===== src/rtl/redirect_filter_pkg.sv =====
package redirect_filter_pkg;
  // per-thread strobes from control to datapath
  typedef struct packed {
    logic take;   // accept a redirect this cycle
    logic bump;   // advance marker from insert
  } strobe_t;
endpackage


===== src/rtl/redirect_filter_ctrl.sv =====
module redirect_filter_ctrl
  import redirect_filter_pkg::*;
#(
  parameter int NUM_THREADS = 2,
  parameter int NUM_SRC     = 3,
  parameter int SEQ_W       = 16,
  parameter int TID_W       = 1,
  parameter int IDX_W       = 2
) (
  input  logic                                clk,
  input  logic                                rstN,
  input  logic [NUM_SRC-1:0]                  srcValid,
  input  logic [NUM_SRC-1:0][TID_W-1:0]       srcTid,
  input  logic [NUM_SRC-1:0][SEQ_W-1:0]       srcSeq,
  input  logic [NUM_THREADS-1:0]              insValid,
  input  logic [NUM_THREADS-1:0][SEQ_W-1:0]   insSeq,
  input  logic [NUM_THREADS-1:0][SEQ_W-1:0]   marker,
  output strobe_t [NUM_THREADS-1:0]           stb,
  output logic [NUM_THREADS-1:0][IDX_W-1:0]   win
);
  logic [NUM_THREADS-1:0][NUM_SRC-1:0] eligible;

  always_comb begin
    for (int t = 0; t < NUM_THREADS; t++) begin
      for (int s = 0; s < NUM_SRC; s++) begin
        eligible[t][s] = srcValid[s] && (srcTid[s] == TID_W'(t)) &&
                         (srcSeq[s] < marker[t]);
      end
    end
  end

  // oldest eligible request per thread; strict compare keeps the lowest index on ties
  always_comb begin
    for (int t = 0; t < NUM_THREADS; t++) begin
      logic             found;
      logic [SEQ_W-1:0] best;
      logic [IDX_W-1:0] idx;
      found = 1'b0;
      best  = '1;
      idx   = '0;
      for (int s = 0; s < NUM_SRC; s++) begin
        if (eligible[t][s] && (!found || srcSeq[s] < best)) begin
          found = 1'b1;
          best  = srcSeq[s];
          idx   = IDX_W'(s);
        end
      end
      stb[t].take = found;
      stb[t].bump = insValid[t] && !found && (insSeq[t] > marker[t]);
      win[t]      = idx;
    end
  end

  for (genvar t = 0; t < NUM_THREADS; t++) begin : g_chk

    winner_src_live_chk: assert property (@(posedge clk) disable iff (!rstN)
      stb[t].take |-> (srcValid[win[t]] && srcTid[win[t]] == TID_W'(t)));

    winner_older_chk: assert property (@(posedge clk) disable iff (!rstN)
      stb[t].take |-> (srcSeq[win[t]] < marker[t]));
  end
endmodule


===== src/rtl/redirect_filter_dp.sv =====
module redirect_filter_dp
  import redirect_filter_pkg::*;
#(
  parameter int NUM_THREADS = 2,
  parameter int NUM_SRC     = 3,
  parameter int SEQ_W       = 16,
  parameter int ADDR_W      = 32,
  parameter int IDX_W       = 2
) (
  input  logic                                clk,
  input  logic                                rstN,
  input  strobe_t [NUM_THREADS-1:0]           stb,
  input  logic [NUM_THREADS-1:0][IDX_W-1:0]   win,
  input  logic [NUM_SRC-1:0][SEQ_W-1:0]       srcSeq,
  input  logic [NUM_SRC-1:0]                  srcMispred,
  input  logic [NUM_SRC-1:0][ADDR_W-1:0]      srcTarget,
  input  logic [NUM_THREADS-1:0][SEQ_W-1:0]   insSeq,
  output logic [NUM_THREADS-1:0][SEQ_W-1:0]   marker,
  output logic [NUM_THREADS-1:0]              sqValid,
  output logic [NUM_THREADS-1:0][SEQ_W-1:0]   sqSeq,
  output logic [NUM_THREADS-1:0]              sqMispred,
  output logic [NUM_THREADS-1:0][ADDR_W-1:0]  sqTarget
);
  for (genvar t = 0; t < NUM_THREADS; t++) begin : g_thr
    always_ff @(posedge clk or negedge rstN) begin
      if (!rstN) begin
        marker[t]    <= '0;
        sqValid[t]   <= 1'b0;
        sqSeq[t]     <= '0;
        sqMispred[t] <= 1'b0;
        sqTarget[t]  <= '0;
      end else begin
        sqValid[t] <= stb[t].take;
        if (stb[t].take) begin
          marker[t]    <= srcSeq[win[t]];
          sqSeq[t]     <= srcSeq[win[t]];
          sqMispred[t] <= srcMispred[win[t]];
          sqTarget[t]  <= srcTarget[win[t]];
        end else if (stb[t].bump) begin
          marker[t] <= insSeq[t];
        end
      end
    end


    bcast_older_chk: assert property (@(posedge clk) disable iff (!rstN)
      sqValid[t] |-> (sqSeq[t] < $past(marker[t])));

    marker_pulled_chk: assert property (@(posedge clk) disable iff (!rstN)
      sqValid[t] |-> (marker[t] == sqSeq[t]));

    marker_hold_chk: assert property (@(posedge clk) disable iff (!rstN)
      (!$past(stb[t].bump) && !$past(stb[t].take)) |-> $stable(marker[t]));

    marker_bump_chk: assert property (@(posedge clk) disable iff (!rstN)
      $past(stb[t].bump) |-> (marker[t] == $past(insSeq[t])));
  end
endmodule


===== src/rtl/redirect_filter.sv =====
module redirect_filter
  import redirect_filter_pkg::*;
#(
  parameter int NUM_THREADS = 2,
  parameter int NUM_SRC     = 3,
  parameter int SEQ_W       = 16,
  parameter int ADDR_W      = 32,
  localparam int TID_W      = (NUM_THREADS > 1) ? $clog2(NUM_THREADS) : 1,
  localparam int IDX_W      = (NUM_SRC > 1) ? $clog2(NUM_SRC) : 1
) (
  input  logic                          clk,
  input  logic                          rstN,
  input  logic [NUM_THREADS-1:0]        insValid,
  input  logic [NUM_THREADS*SEQ_W-1:0]  insSeq,
  input  logic [NUM_SRC-1:0]            srcValid,
  input  logic [NUM_SRC*TID_W-1:0]      srcTid,
  input  logic [NUM_SRC*SEQ_W-1:0]      srcSeq,
  input  logic [NUM_SRC-1:0]            srcMispred,
  input  logic [NUM_SRC*ADDR_W-1:0]     srcTarget,
  output logic [NUM_THREADS-1:0]        sqValid,
  output logic [NUM_THREADS*SEQ_W-1:0]  sqSeq,
  output logic [NUM_THREADS-1:0]        sqMispred,
  output logic [NUM_THREADS*ADDR_W-1:0] sqTarget,
  output logic [NUM_THREADS*SEQ_W-1:0]  youngSeq
);
  logic [NUM_SRC-1:0][TID_W-1:0]       tidA;
  logic [NUM_SRC-1:0][SEQ_W-1:0]       seqA;
  logic [NUM_SRC-1:0][ADDR_W-1:0]      tgtA;
  logic [NUM_THREADS-1:0][SEQ_W-1:0]   insA;
  logic [NUM_THREADS-1:0][SEQ_W-1:0]   markerA;
  logic [NUM_THREADS-1:0][SEQ_W-1:0]   sqSeqA;
  logic [NUM_THREADS-1:0][ADDR_W-1:0]  sqTgtA;
  strobe_t [NUM_THREADS-1:0]           stb;
  logic [NUM_THREADS-1:0][IDX_W-1:0]   win;

  assign tidA     = srcTid;
  assign seqA     = srcSeq;
  assign tgtA     = srcTarget;
  assign insA     = insSeq;
  assign sqSeq    = sqSeqA;
  assign sqTarget = sqTgtA;
  assign youngSeq = markerA;

  redirect_filter_ctrl #(
    .NUM_THREADS(NUM_THREADS), .NUM_SRC(NUM_SRC), .SEQ_W(SEQ_W),
    .TID_W(TID_W), .IDX_W(IDX_W)
  ) u_ctrl (
    .clk(clk), .rstN(rstN), .srcValid(srcValid), .srcTid(tidA),
    .srcSeq(seqA), .insValid(insValid), .insSeq(insA), .marker(markerA),
    .stb(stb), .win(win)
  );

  redirect_filter_dp #(
    .NUM_THREADS(NUM_THREADS), .NUM_SRC(NUM_SRC), .SEQ_W(SEQ_W),
    .ADDR_W(ADDR_W), .IDX_W(IDX_W)
  ) u_dp (
    .clk(clk), .rstN(rstN), .stb(stb), .win(win), .srcSeq(seqA),
    .srcMispred(srcMispred), .srcTarget(tgtA), .insSeq(insA),
    .marker(markerA), .sqValid(sqValid), .sqSeq(sqSeqA),
    .sqMispred(sqMispred), .sqTarget(sqTgtA)
  );
endmodule


===== config.mk =====
export PLATFORM = sky130hd
export DESIGN_NAME = redirect_filter
export DESIGN_NICKNAME = d
export VERILOG_FILES = /design/src/rtl/redirect_filter_pkg.sv /design/src/rtl/redirect_filter_ctrl.sv /design/src/rtl/redirect_filter_dp.sv /design/src/rtl/redirect_filter.sv
export SDC_FILE = /design/constraint.sdc
export NUM_CORES = 1
export LEC_CHECK = 0
export ABC_CLOCK_PERIOD_IN_PS = 13300
export BUFFER_PORTS_ARGS = -buffer_cell sky130_fd_sc_hd__buf_2
export CELL_PAD_IN_SITES_DETAIL_PLACEMENT = 2
export CELL_PAD_IN_SITES_GLOBAL_PLACEMENT = 2
export CORE_ASPECT_RATIO = 1.5
export CORE_MARGIN = 3
export CORE_UTILIZATION = 35
export CTS_BUF_LIST = sky130_fd_sc_hd__clkbuf_16
export DETAILED_ROUTE_END_ITERATION = 12
export PLACE_DENSITY = 0.95
export SYNTH_ARGS = -nofsm -noshare
export SYNTH_HDL_FRONTEND = slang
export SYNTH_SLANG_ARGS = --single-unit

===== constraint.sdc =====
create_clock -name clk -period 13.3 [get_ports clk]
set_input_delay 0 -clock clk [delete_from_list [all_inputs] [get_ports clk]]
set_output_delay 0 -clock clk [all_outputs]
set_load 0.01 [all_outputs]

Word-level counts from Yosys, hierarchy flattened --
Index checks and enable logic that the tools add are counted.
Word-level totals: ROM bits 0, memories kept 0, logic and storage cells 89, bits in registers 132, memory bits (writable) 0, bits in latches 0, bits of input ports 189
Operators by class: reduce and logical (&&, ||, !) cells 32, shifts and indexed selects 0, equality and inequality tests 0, add/subtract/negate cells 0, multipliers 0, order comparisons 14, bitwise gates (word level) 3, multiplexer cells 30, divide/modulo/power cells 0
Operator list (number):
- $lt 16x16->1 | 10
- $mux 16 | 10
- $bmux 32 s2 | 2
- $bmux 16 s2 | 2
- $mux 32 | 2
- $gt 16x16->1 | 2
- $logic_and 1x1->1 | 20
- $mux 1 | 10
- $logic_not 1->1 | 6
- $lt 2x3->1 const B | 2
- $bmux 1 s2 | 2
- $logic_or 1x1->1 | 4
- $mux 2 | 2
- $reduce_bool 2->1 | 2
- $not 1->1 | 3

Depth between registers and ports, before layout --
depth in word-level cells 17, gate-level depth with buffers 32, gate-level depth less buffers 24

By module --
A second synthesis with hierarchy kept.
Second synthesis, totals: cells, all modules 1248, area, all modules 11965.2 um^2
Modules (own cells, without submodules):
- redirect_filter_dp | seq. area each 3303.2 um^2, cells an instance 628, area each 7284.5 um^2, times used 1
- redirect_filter_ctrl | seq. area each 0.0 um^2, cells an instance 620, area each 4680.7 um^2, times used 1

Worst setup path before layout --
OpenSTA, ideal clock, no wires.
path kind register to register, start reg u_dp.marker[15] in the netlist's numbering, end reg u_dp.sqTarget[11] in the netlist's numbering, data arrival time 6294 ps, buffers on the path 5, stages on the path, launching flop included 27, slack 6876 ps, library setup time 131 ps, required time 13169 ps, cell sequence dfrtp_1 > inv_1 > ha_1 > and4_1 > nand4_1 > o2111ai_1 > clkbuf_1 > nor2_1 > ha_1 > a21oi_2 > nand2_1 > a221o_1 > or3_4 > a211oi_2 > clkbuf_4 > buf_2 > mux2_2 > ha_1 > a21o_1 > a21o_1 > a21oi_1 > o21ai_0 > or3_1 > o311ai_4 > buf_4 > buf_4 > o211ai_1
On the way: cells in the longest elaborated chain, start to end 13, elaborated cells on any way between the ends 23
Ends and longest elaborated chain:
- start: declaration | RTL line redirect_filter_dp.sv:18 | output logic [NUM_THREADS-1:0][SEQ_W-1:0] marker,
- start signal: indexed assignment | RTL line redirect_filter_dp.sv:35 | marker[t] <= srcSeq[win[t]];
- start signal: indexed assignment | RTL line redirect_filter_dp.sv:40 | marker[t] <= insSeq[t];
- $lt 16x16->1 | RTL line redirect_filter_ctrl.sv:27 | (srcSeq[s] < marker[t]);
- $logic_and 1x1->1 | RTL line redirect_filter_ctrl.sv:26 | eligible[t][s] = srcValid[s] && (srcTid[s] == TID_W'(t)) &&
- $mux 16 or $mux 1 (tied branches) | RTL line redirect_filter_ctrl.sv:42 | if (eligible[t][s] && (!found || srcSeq[s] < best)) begin
- $lt 16x16->1 or $logic_not 1->1 (tied branches) | RTL line redirect_filter_ctrl.sv:42
- $logic_or 1x1->1 | RTL line redirect_filter_ctrl.sv:42
- $logic_and 1x1->1 | RTL line redirect_filter_ctrl.sv:42
- $mux 16 or $mux 1 (tied branches) | RTL line redirect_filter_ctrl.sv:42
- $lt 16x16->1 or $logic_not 1->1 (tied branches) | RTL line redirect_filter_ctrl.sv:42
- $logic_or 1x1->1 | RTL line redirect_filter_ctrl.sv:42
- $logic_and 1x1->1 | RTL line redirect_filter_ctrl.sv:42
- $mux 2 | RTL line redirect_filter_ctrl.sv:42
- $bmux 32 s2 | RTL line redirect_filter_dp.sv:38 | sqTarget[t] <= srcTarget[win[t]];
- $mux 32 (implied by the code) | RTL line redirect_filter_dp.sv:38
- end signal: indexed assignment | RTL line redirect_filter_dp.sv:38
- end: declaration | RTL line redirect_filter_dp.sv:22 | output logic [NUM_THREADS-1:0][ADDR_W-1:0] sqTarget
Parallel ways exist; a longest one is shown, timed or not. The select of a mux whose other input is x is not followed. A chain may end at the register's enable or synchronous reset.

Worst setup path after layout --
start reg u_dp.marker[13] in the netlist's numbering, end reg u_dp.sqTarget[14] in the netlist's numbering
The elaborated chain is that of the path after synthesis.

==> metrics.txt <==
status complete, no violations; postcts setup bufs 0; initial antenna violation count 6; Final min period 9.89 ns; cts bufs inserted 17; Die W 158 µm; cts-stage hold buffer count 172; r2r endpoint u_dp.sqTarget[14]; Tot Pwr 3.62 mW; Seq/Total Area, Yosys 0.272; Max-cap violations 0; Slowest cell on crit path buf_4; area grow syn2layout 34.7%; crit-path max FO 97; largest family of logic cells by synthesized area compound AO/OA/AOI/OAI gates; Slew @ Worst Pin 1.31 ns; startpoint types register; Worst R2R Path Depth 28; layout cells sized above 1 0.243; Min Hold Slack 0.0251 ns; Post-Synth XOR/XNOR Area 0; Mapped Area 12100 µm²; WL/cell 32.3 µm; Yosys reg bits approximately 130; Clk Latency, worst-skew pair 0.46 ns; multiplexer share of the synthesized area 0.0939; grt ovf 0; DRT iter0 DRCs 769; clk slew on worst S/H paths approximately 0.07 ns; HP Class in2reg; Avg Inst Size Synth 9.17 µm²; top sig layer met4; Synth Area in Compound Gates 0.266; Synth area leader dfrtp_1; first-pass GRT wire length 106000 µm; Synth area leaders dfrtp_1 (27%), ha_1 (19%), mux2i_1 (8.0%), o221a_2 (3.6%), nor2_1 (3.1%); Routed WL between 70000 and 80000 µm; # clock sinks 132; EDFF count, synth 0; Hold Fails Final Rpt 0; I/O Buffers 320; Post-synth top flop dfrtp_1; vias in the first global route 17100; VDD IR max 0.000127 V; synthesized instance count about 1300; crit-path most repeated cell buf_4; WP data arrival 10.26 ns; Die Ht 234 µm; dpl hpwl 43000 µm; clock root buffer clkbuf_16; Synth Area in Simple Gates 0.127; Hold Path Depth 3; clk_skew 0.0252 ns; fin. max-slew vios 0; ys async rst share 1.00; worst r2r src u_dp.marker[13]; # DRC 0; die area 37000 µm²; Met2 Wirelength 35800 µm; core area 33900 µm²; flop2flop setup slack 3.41 ns; TritonRoute pass-1 iters 8; Starting Density 0.358; met3 WL 4090 µm; Final ANT Viol Nets 0; critical path class reg2reg; io pins 321; # rows 82; Synth cell types 67; synthesized-area fraction occupied by adder cells 0.188; endpoints failing setup 0; nets@finish between 2000 and 2500; HP Start srcTarget[36]; setup TNS 0 ns; Synthesized Nets 1695; Req. time, crit path around 14 ns; Hold EP u_dp.sqTarget[4]; unrepaired setup endpoints after global routing false; TritonCTS clock tree built; Via density 6.58; top-area cell type share of the netlist area 0.272; Filler Cell Count 3564; vias 14500; critical path's largest stage delay 0.85 ns; crit share post-route 0.744; WL met1 24800 µm; largest net degree at the start of global routing 98; Worst setup EP type register; LEAKAGE around 7.9 nW; gr usage total 0.381; H-Tree Depth 4; Pwr per Cell Area 221 nW/µm²; Fmax about 100 MHz; post-cts sizing count 0; gpl congestion approximately 0.94; synth warn 0; Max transition margin 0.123; maximum root-to-sink buffer count 2
through the flow:
stage                     worst slack, ns  cell area [µm²]   util  instances
after floorplan                      6.88            12100      -       1324
after global placement               4.97            14000  0.413       1998
after detailed placement             4.55            14000  0.413       1998
after CTS                            3.95            16300  0.482       2201
after global routing                 3.16            16300  0.483       2207
final                                3.41            16300  0.483       2208
worst max-delay path: cells and delay by family, from the launching register on:
kind | cells | cell delay [ns]
flops | 1 | 0.44
simple gates | 5 | 1.32
mux | 1 | 0.42
compound gates | 13 | 3.32
buf+inv | 6 | 3.19
fa+ha+maj | 3 | 0.94
cell usage in the layout, fill, tap and decap left out, types with 9 or more instances in the layout:
master           n
a31oi_1         20
nor2_1         101
dlygate4sd3_1  172
o21a_1          26
clkbuf_16       17
nor2b_1          9
a32oi_1         31
mux2i_1         97
o21bai_1        17
nand4_1         21
o221a_2         39
buf_2          319
nand3_1         46
a211o_1         36
ha_1           182
o22ai_1         16
o211ai_1        43
a21oi_1         47
inv_1           57
nor3_1           9
buf_4           13
o21ai_0         55
a21o_1          22
o21ai_1         21
mux2_2          15
nand2b_1        22
o221a_1         10
a211oi_1         9
dfrtp_1        132
nand2_1        100
layout make-up:
| class | instances | area (µm²) | share of cell area |
|---|---|---|---|
| Tap cell | 420 | 526 | 0.0321 |
| Antenna cell | 7 | 17.5 | 0.00107 |
| Timing Repair Buffer | 505 | 3430 | 0.210 |
| Clock inverter | 14 | 186 | 0.0114 |
| Inverter | 58 | 218 | 0.0133 |
| Multi-Input combinational cell | 1055 | 8250 | 0.504 |
| Sequential cell | 132 | 3300 | 0.202 |
| Clock buffer | 17 | 425 | 0.0260 |
worst max-delay path by stage:
| stage | startpoint | endpoint | depth (start not counted) |
|---|---|---|---|
| detailed placement | u_dp.marker[31] | u_dp.sqTarget[52] | 23 |
| global route | u_dp.marker[13] | u_dp.sqTarget[14] | 28 |
| CTS | u_dp.marker[31] | u_dp.sqTarget[35] | 24 |
| global placement | u_dp.marker[31] | u_dp.sqTarget[37] | 23 |
| finish | u_dp.marker[13] | u_dp.sqTarget[14] | 28 |
| floorplan | u_dp.marker[15] | u_dp.sqTarget[11] | 26 |
where the power goes:
group,leakage (nW),internal [mW],switching (mW)
logic,6.04,0.936,1.37
clock network,0.302,0.312,0.218
registers,1.53,0.613,0.173
total,7.88,1.86,1.76
routing by layer:
metal  track usage  up-vias
li1              -     5969
met1         0.384     7308
met2         0.666      852
met3        0.0744      391
met4         0.321        0
met5             0        -
synthesized netlist by cell type (all sizes together), types with 36 or more instances:
library cell / instances
o221a: 49
o21ai: 78
inv: 58
a21oi: 49
clkbuf: 39
a211o: 36
nor2: 102
ha: 182
dfrtp: 132
buf: 40
nand3: 46
nand2: 100
o211ai: 43
mux2i: 97
flip-flops by register name, indices dropped and copies added (netlist names):
signal and count:
u_dp.marker 32, u_dp.sqMispred 2, u_dp.sqSeq 32, u_dp.sqTarget 64, u_dp.sqValid 2
cells by family after synthesis:
group                    after synthesis
AND/OR/NAND/NOR                      333
adder cells (fa/ha/maj)              182
buffers and inverters                137
multiplexers                         112
AO/OA/AOI/OAI                        428
flip-flops                           132
Power figures use the tool's default switching activity.
